### src/rtl/rcv_pkg.sv
package rcv_pkg;

    typedef enum logic [3:0] {
        ST_IDLE,
        ST_PREP,
        ST_PREP_LO,
        ST_DUM_LO,
        ST_DUM_HI,
        ST_START,
        ST_REP_LO,
        ST_REP_REL,
        ST_REP_HI,
        ST_TAIL,
        ST_DONE
    } rcv_state_t;

    typedef enum logic [1:0] {
        MODE_FLUSH  = 2'd0,
        MODE_FRAMED = 2'd1,
        MODE_TRAIN  = 2'd2,
        MODE_RSVD   = 2'd3
    } rcv_mode_t;

endpackage

### src/rtl/rcv_sync.sv
module rcv_sync #(
    parameter int W      = 2,
    parameter int STAGES = 2
) (
    input  logic         clk,
    input  logic         rst_n,
    input  logic [W-1:0] d,
    output logic [W-1:0] q
);
    // Idle bus level is high, so every stage resets to ones.
    logic [W-1:0] stage_q [STAGES];

    always_ff @(posedge clk or negedge rst_n) begin
        if (!rst_n) begin
            for (int i = 0; i < STAGES; i++) stage_q[i] <= '1;
        end else begin
            stage_q[0] <= d;
            for (int i = 1; i < STAGES; i++) stage_q[i] <= stage_q[i-1];
        end
    end

    assign q = stage_q[STAGES-1];
endmodule

### src/rtl/rcv_half_timer.sv
module rcv_half_timer #(
    parameter int HALF = 4
) (
    input  logic clk,
    input  logic rst_n,
    input  logic load,
    output logic expire
);
    localparam int TW = (HALF > 1) ? $clog2(HALF) : 1;

    logic [TW-1:0] cnt_q;

    always_ff @(posedge clk or negedge rst_n) begin
        if (!rst_n)             cnt_q <= '0;
        else if (load)          cnt_q <= TW'(HALF - 1);
        else if (cnt_q != '0)   cnt_q <= cnt_q - 1'b1;
    end

    assign expire = (cnt_q == '0);
endmodule

### src/rtl/rcv_plan.sv
module rcv_plan
    import rcv_pkg::*;
#(
    parameter int NDUM_LONG    = 14,
    parameter int NDUM_SHORT   = 9,
    parameter int NSTART_TRAIN = 9,
    parameter int CW           = 4
) (
    input  logic [1:0]    mode,
    output logic          valid,
    output logic [CW-1:0] dummies,
    output logic [CW-1:0] starts,
    output logic          framed
);
    always_comb begin
        valid   = 1'b1;
        dummies = '0;
        starts  = CW'(2);
        framed  = 1'b0;
        unique case (mode)
            MODE_FLUSH:  dummies = CW'(NDUM_LONG);
            MODE_FRAMED: begin
                dummies = CW'(NDUM_SHORT);
                framed  = 1'b1;
            end
            MODE_TRAIN:  starts = CW'(NSTART_TRAIN);
            default:     valid = 1'b0;
        endcase
    end
endmodule

### src/rtl/bus_recovery_seq.sv
module bus_recovery_seq
    import rcv_pkg::*;
#(
    parameter int SCL_DIV      = 500,
    parameter int SYNC_STAGES  = 2,
    parameter int NDUM_LONG    = 14,
    parameter int NDUM_SHORT   = 9,
    parameter int NSTART_TRAIN = 9
) (
    input  logic       clk,
    input  logic       rst_n,
    input  logic       trig,
    input  logic [1:0] mode,
    input  logic       scl_in,
    input  logic       sda_in,
    output logic       scl_low,
    output logic       sda_low,
    output logic       busy,
    output logic       done
);
    localparam int HALF  = SCL_DIV / 2;
    localparam int MAX_A = (NDUM_LONG > NDUM_SHORT) ? NDUM_LONG : NDUM_SHORT;
    localparam int MAXN  = (MAX_A > NSTART_TRAIN) ? MAX_A : NSTART_TRAIN;
    localparam int CW    = $clog2(MAXN + 1);

    rcv_state_t    state_q, state_d;
    logic [CW-1:0] dum_q, st_q;
    logic          fr_q;
    logic          expire;
    logic [1:0]    bus_s;
    logic          plan_ok, plan_fr;
    logic [CW-1:0] plan_dum, plan_st;

    rcv_sync #(.W(2), .STAGES(SYNC_STAGES)) u_sync (
        .clk(clk), .rst_n(rst_n), .d({scl_in, sda_in}), .q(bus_s)
    );

    rcv_half_timer #(.HALF(HALF)) u_timer (
        .clk(clk), .rst_n(rst_n), .load(state_d != state_q), .expire(expire)
    );

    rcv_plan #(
        .NDUM_LONG(NDUM_LONG), .NDUM_SHORT(NDUM_SHORT),
        .NSTART_TRAIN(NSTART_TRAIN), .CW(CW)
    ) u_plan (
        .mode(mode), .valid(plan_ok), .dummies(plan_dum),
        .starts(plan_st), .framed(plan_fr)
    );

    // State register with the two pattern counters
    always_ff @(posedge clk or negedge rst_n) begin
        if (!rst_n) begin
            state_q <= ST_IDLE;
            dum_q   <= '0;
            st_q    <= '0;
            fr_q    <= 1'b0;
        end else begin
            state_q <= state_d;
            if (state_q == ST_IDLE && trig && plan_ok) begin
                dum_q <= plan_dum;
                st_q  <= plan_st;
                fr_q  <= plan_fr;
            end
            if (state_q == ST_DUM_HI && expire) dum_q <= dum_q - 1'b1;
            if (state_q == ST_START && expire)  st_q  <= st_q - 1'b1;
        end
    end

    // Next state
    always_comb begin
        state_d = state_q;
        unique case (state_q)
            ST_IDLE:    if (trig && plan_ok) state_d = ST_PREP;
            ST_PREP:    if (expire) begin
                            if (bus_s[1] && bus_s[0])
                                state_d = (dum_q != '0 && !fr_q) ? ST_DUM_LO : ST_START;
                            else if (bus_s[1])
                                state_d = ST_PREP_LO;
                        end
            ST_PREP_LO: if (expire) state_d = ST_PREP;
            ST_DUM_LO:  if (expire) state_d = ST_DUM_HI;
            ST_DUM_HI:  if (expire) state_d = (dum_q == CW'(1)) ? ST_START : ST_DUM_LO;
            ST_START:   if (expire) state_d = ST_REP_LO;
            ST_REP_LO:  if (expire) begin
                            if (st_q == '0)              state_d = ST_TAIL;
                            else if (fr_q && dum_q != '0) state_d = ST_DUM_LO;
                            else                          state_d = ST_REP_REL;
                        end
            ST_REP_REL: if (expire) state_d = ST_REP_HI;
            ST_REP_HI:  if (expire) state_d = ST_START;
            ST_TAIL:    if (expire) state_d = ST_DONE;
            ST_DONE:    state_d = ST_IDLE;
            default:    state_d = ST_IDLE;
        endcase
    end

    // Outputs, decoded from the state alone
    always_comb begin
        scl_low = 1'b0;
        sda_low = 1'b0;
        busy    = 1'b1;
        done    = 1'b0;
        unique case (state_q)
            ST_IDLE:    busy = 1'b0;
            ST_PREP:    ;
            ST_PREP_LO: scl_low = 1'b1;
            ST_DUM_LO:  scl_low = 1'b1;
            ST_DUM_HI:  ;
            ST_START:   sda_low = 1'b1;
            ST_REP_LO:  begin scl_low = 1'b1; sda_low = 1'b1; end
            ST_REP_REL: scl_low = 1'b1;
            ST_REP_HI:  ;
            ST_TAIL:    scl_low = 1'b1;
            ST_DONE:    done = 1'b1;
            default:    busy = 1'b0;
        endcase
    end
endmodule

### config.mk
export PLATFORM = sky130hd
export DESIGN_NAME = bus_recovery_seq
export DESIGN_NICKNAME = d
export VERILOG_FILES = /design/src/rtl/rcv_pkg.sv /design/src/rtl/rcv_sync.sv /design/src/rtl/rcv_half_timer.sv /design/src/rtl/rcv_plan.sv /design/src/rtl/bus_recovery_seq.sv
export SDC_FILE = /design/constraint.sdc
export NUM_CORES = 1
export LEC_CHECK = 0
export ABC_AREA = 1
export BUFFER_PORTS_ARGS = -buffer_cell sky130_fd_sc_hd__buf_2
export CORE_MARGIN = 2
export CORE_UTILIZATION = 60
export CTS_CLUSTER_SIZE = 28
export DETAILED_ROUTE_END_ITERATION = 16
export PLACE_DENSITY = 0.83
export REMOVE_ABC_BUFFERS = 1
export SYNTH_ARGS = -nofsm -noshare
export SYNTH_HDL_FRONTEND = slang
export SYNTH_SLANG_ARGS = --single-unit
### constraint.sdc
create_clock -name clk -period 2.1 [get_ports clk]
set_clock_uncertainty 0.05 [all_clocks]
set_input_delay 0.105 -clock clk [delete_from_list [all_inputs] [get_ports clk]]
set_output_delay 0.105 -clock clk [all_outputs]
set_load 0.1 [all_outputs]
==> impl_metrics.ini <==
[timing]
slew_violations = 0
setup_slack_ps = 168
slew_headroom_pct = 63.4
worstMarginPinSlew_ps = 549
timing.fmax_ghz = 0.518
final.period_utilization_pct = 92.0
min_period_ps = 1930
fin_hold_ws_ps = 15.8
setup_violations = 0
timing.final.hold_violations = 0

[floorplanning]
coreArea_mm2 = 0.00273
fp.dieW_um = 57.3
die_h_um = 57.3
initial_core_util_pct = 62.3
ioPinCount = 11
design.die.area_mm2 = 0.00328
num_rows = 19

[critical_path]
cp-start-kind = flop
cp_data_required_time_ps = 2270
critPathCapture = u_timer.cnt_q[5]
crit_fanout = 7
crit_start = u_timer.cnt_q[0]
max_stage_delay_ps = 430
r2r_setup_slack_ps = 170
crit_chain = inv_1 > ha_1 > nand2_2 > nor2_4 > nand2_2 > nand2_4 > inv_2 > nand3_2 > nand2_2 > nand2_1 > nand3_2 > inv_2 > nand3_1
crit_path_frequent_cell = nand2_2
reg2reg_to = u_timer.cnt_q[5]
crit_type = flop to flop
critPathArrivalTime_ps = 2100
reg2regPathDepth = 13
crit_slowest_cell = dfrtp_1
r2r-start = u_timer.cnt_q[0]
critPathCaptureType = flop

[status]
status = finished, final reports clean

[synth]
syn_area_mm2 = 0.00170
yosysWarnings = 0
synth.yosys.seq_area_share_pct = 37.0
synth_cells = 230
synth-seq-cells = 25
ys_types = 28
avgSynthCellArea_um2 = 7.41

[pwr]
vdd_drop_max_mv = 0.843
leakagePower_nw = 0.969
powerDensity_mw_per_mm2 = 857
power_mw = 1.58

[detailed_routing]
drcViolationCount = 0
initialDrtViolationCount = 91
firstDrtPassIters = 4
routed_wl_um = 3470
ant_nets = 0
viasPerCell = 5.42
vias = 1508
wl_per_cell_um = 12.5

[placement]
place_congestion = 0.922
placed_cell_area_mm2 = 0.00177
post-dp-hpwl_um = 2540
pre_cts_ws_ps = 86.1
portBuffers = 10

[finish]
drive_gt1_share_pct = 19.8
nets = 260
antenna_cells = 0
final_area_mm2 = 0.00185
fillers = 226
area_growth_pct = 8.30

[grt]
grt_max_degree = 26
grt_pass1_vias = 1364
grt_usage_pct = 22.5
antenna_found_initial = 0
met2_usage_pct = 39.9
grtUsageMet3_pct = 2.72
overflow = 0
grt_pass1_wl_um = 5850
grt_use_met1_pct = 29.5
busiest_layer = met2

[clock_tree]
clk_pin_slew_ps = 150
cts_tree = yes
cts_inserted_buffers = 3
cts_root_buf = clkbuf_4
cts.sinks = 25
clk_path_buf_depth = 2
insertion_delay_ps = 320
htreeDepth = 1

[hold_path]
worstHoldPathType = input pin to flop
whs_path_depth = 3

[job]
drv_cap = 0
-- per-stage QoR --
step	cells	util [%]	TNS (ps)
4_1_cts	276	66.8	0
5_1_grt	278	67.5	-19.8
3_3_place_gp	269	64.6	0
6_report	278	67.5	0
2_1_floorplan	227	-	-1630
3_5_place_dp	269	64.6	0
-- worst min path at each step --
stage / start / slack (ps) / end
3_5_place_dp: rst_n / 80 / st_q[0]
6_report: mode[0] / 20 / fr_q
3_3_place_gp: rst_n / 70 / st_q[0]
4_1_cts: mode[0] / 6 / fr_q
5_1_grt: mode[0] / 20 / fr_q
2_1_floorplan: rst_n / -240 / dum_q[0]
-- cells in the mapped netlist, drive strengths merged --
cell type / number / area, um^2
nand2: 69 / 299
inv: 35 / 131
nor2: 29 / 155
dfrtp: 21 / 526
nand3: 21 / 120
o21ai: 13 / 65.1
nor3: 6 / 30.0
ha: 5 / 62.6
o211ai: 5 / 37.5
a21oi: 4 / 20.0
dfstp: 4 / 105
xor2: 4 / 35.0
buf: 3 / 33.8
xnor2: 3 / 26.3
nand4: 2 / 12.5
a221oi: 1 / 8.76
a31oi: 1 / 6.26
o21bai: 1 / 7.51
o221ai: 1 / 8.76
o31ai: 1 / 7.51
or2: 1 / 6.26
-- critical path, delay by kind of cell (launching register included) --
family	cells	cell delay, ps
flops	1	430
fa+ha+maj	1	170
simple gates	9	930
buf+inv	3	240
-- logic make-up after synthesis --
group           count (synthesis)  share of synthesized area [%]
xor+xnor                        7                           3.60
simple gates                  128                           36.6
buf+inv                        38                           9.69
compound gates                 27                           9.47
flops                          25                           37.0
fa+ha+maj                       5                           3.67
-- where the power goes --
group / internal (mW) / switching [mW] / total, mW
clock: 0.0728 / 0.155 / 0.228
sequential: 0.618 / 0.119 / 0.736
combinational: 0.253 / 0.365 / 0.618
total: 0.943 / 0.639 / 1.58
-- placed cells by master, fill, tap and decap left out, drive strengths merged --
cell type,count
nand2,69
inv,35
nor2,30
dfrtp,21
nand3,21
o21ai,13
buf,12
nor3,6
o211ai,5
ha,5
a21oi,4
xor2,4
dfstp,4
xnor2,3
clkbuf,3
dlygate4sd3,3
nand4,2
o21bai,1
a31oi,1
or2,1
o221ai,1
a221oi,1
o31ai,1
clkinvlp,1
-- routing by layer --
metal  part of all wire [%]  vias to the layer above
met5                      0                        -
met1                     44                      688
met3                    5.3                        2
met4                   0.55                        0
met2                     50                       50
li1                       -                      768
-- repair_timing --
action	4_1_cts	5_1_grt
setup endpoints to repair	0	8
hold endpoints to repair	23	0
hold buffers	3	0
setup buffers	0	1
gates resized for setup	0	1
-- final cells by class --
cell class	instances	area [um^2]	area share, %
repair buffers	15	95.1	5.15
well taps	31	38.8	2.10
multi-input cells	168	920	49.8
inverters	35	131	7.12
flip-flops and latches	25	631	34.2
clock inverters	1	7.51	0.407
clock buffers	3	22.5	1.22
-- registers in the layout (all words and copies together) (netlist names) --
register / cells
u_sync.q: 2
dum_q: 4
u_timer.cnt_q: 8
st_q: 4
fr_q: 1
state_q: 4
u_sync.stage_q: 2
Note: power is estimated with default switching activity, not from simulation.
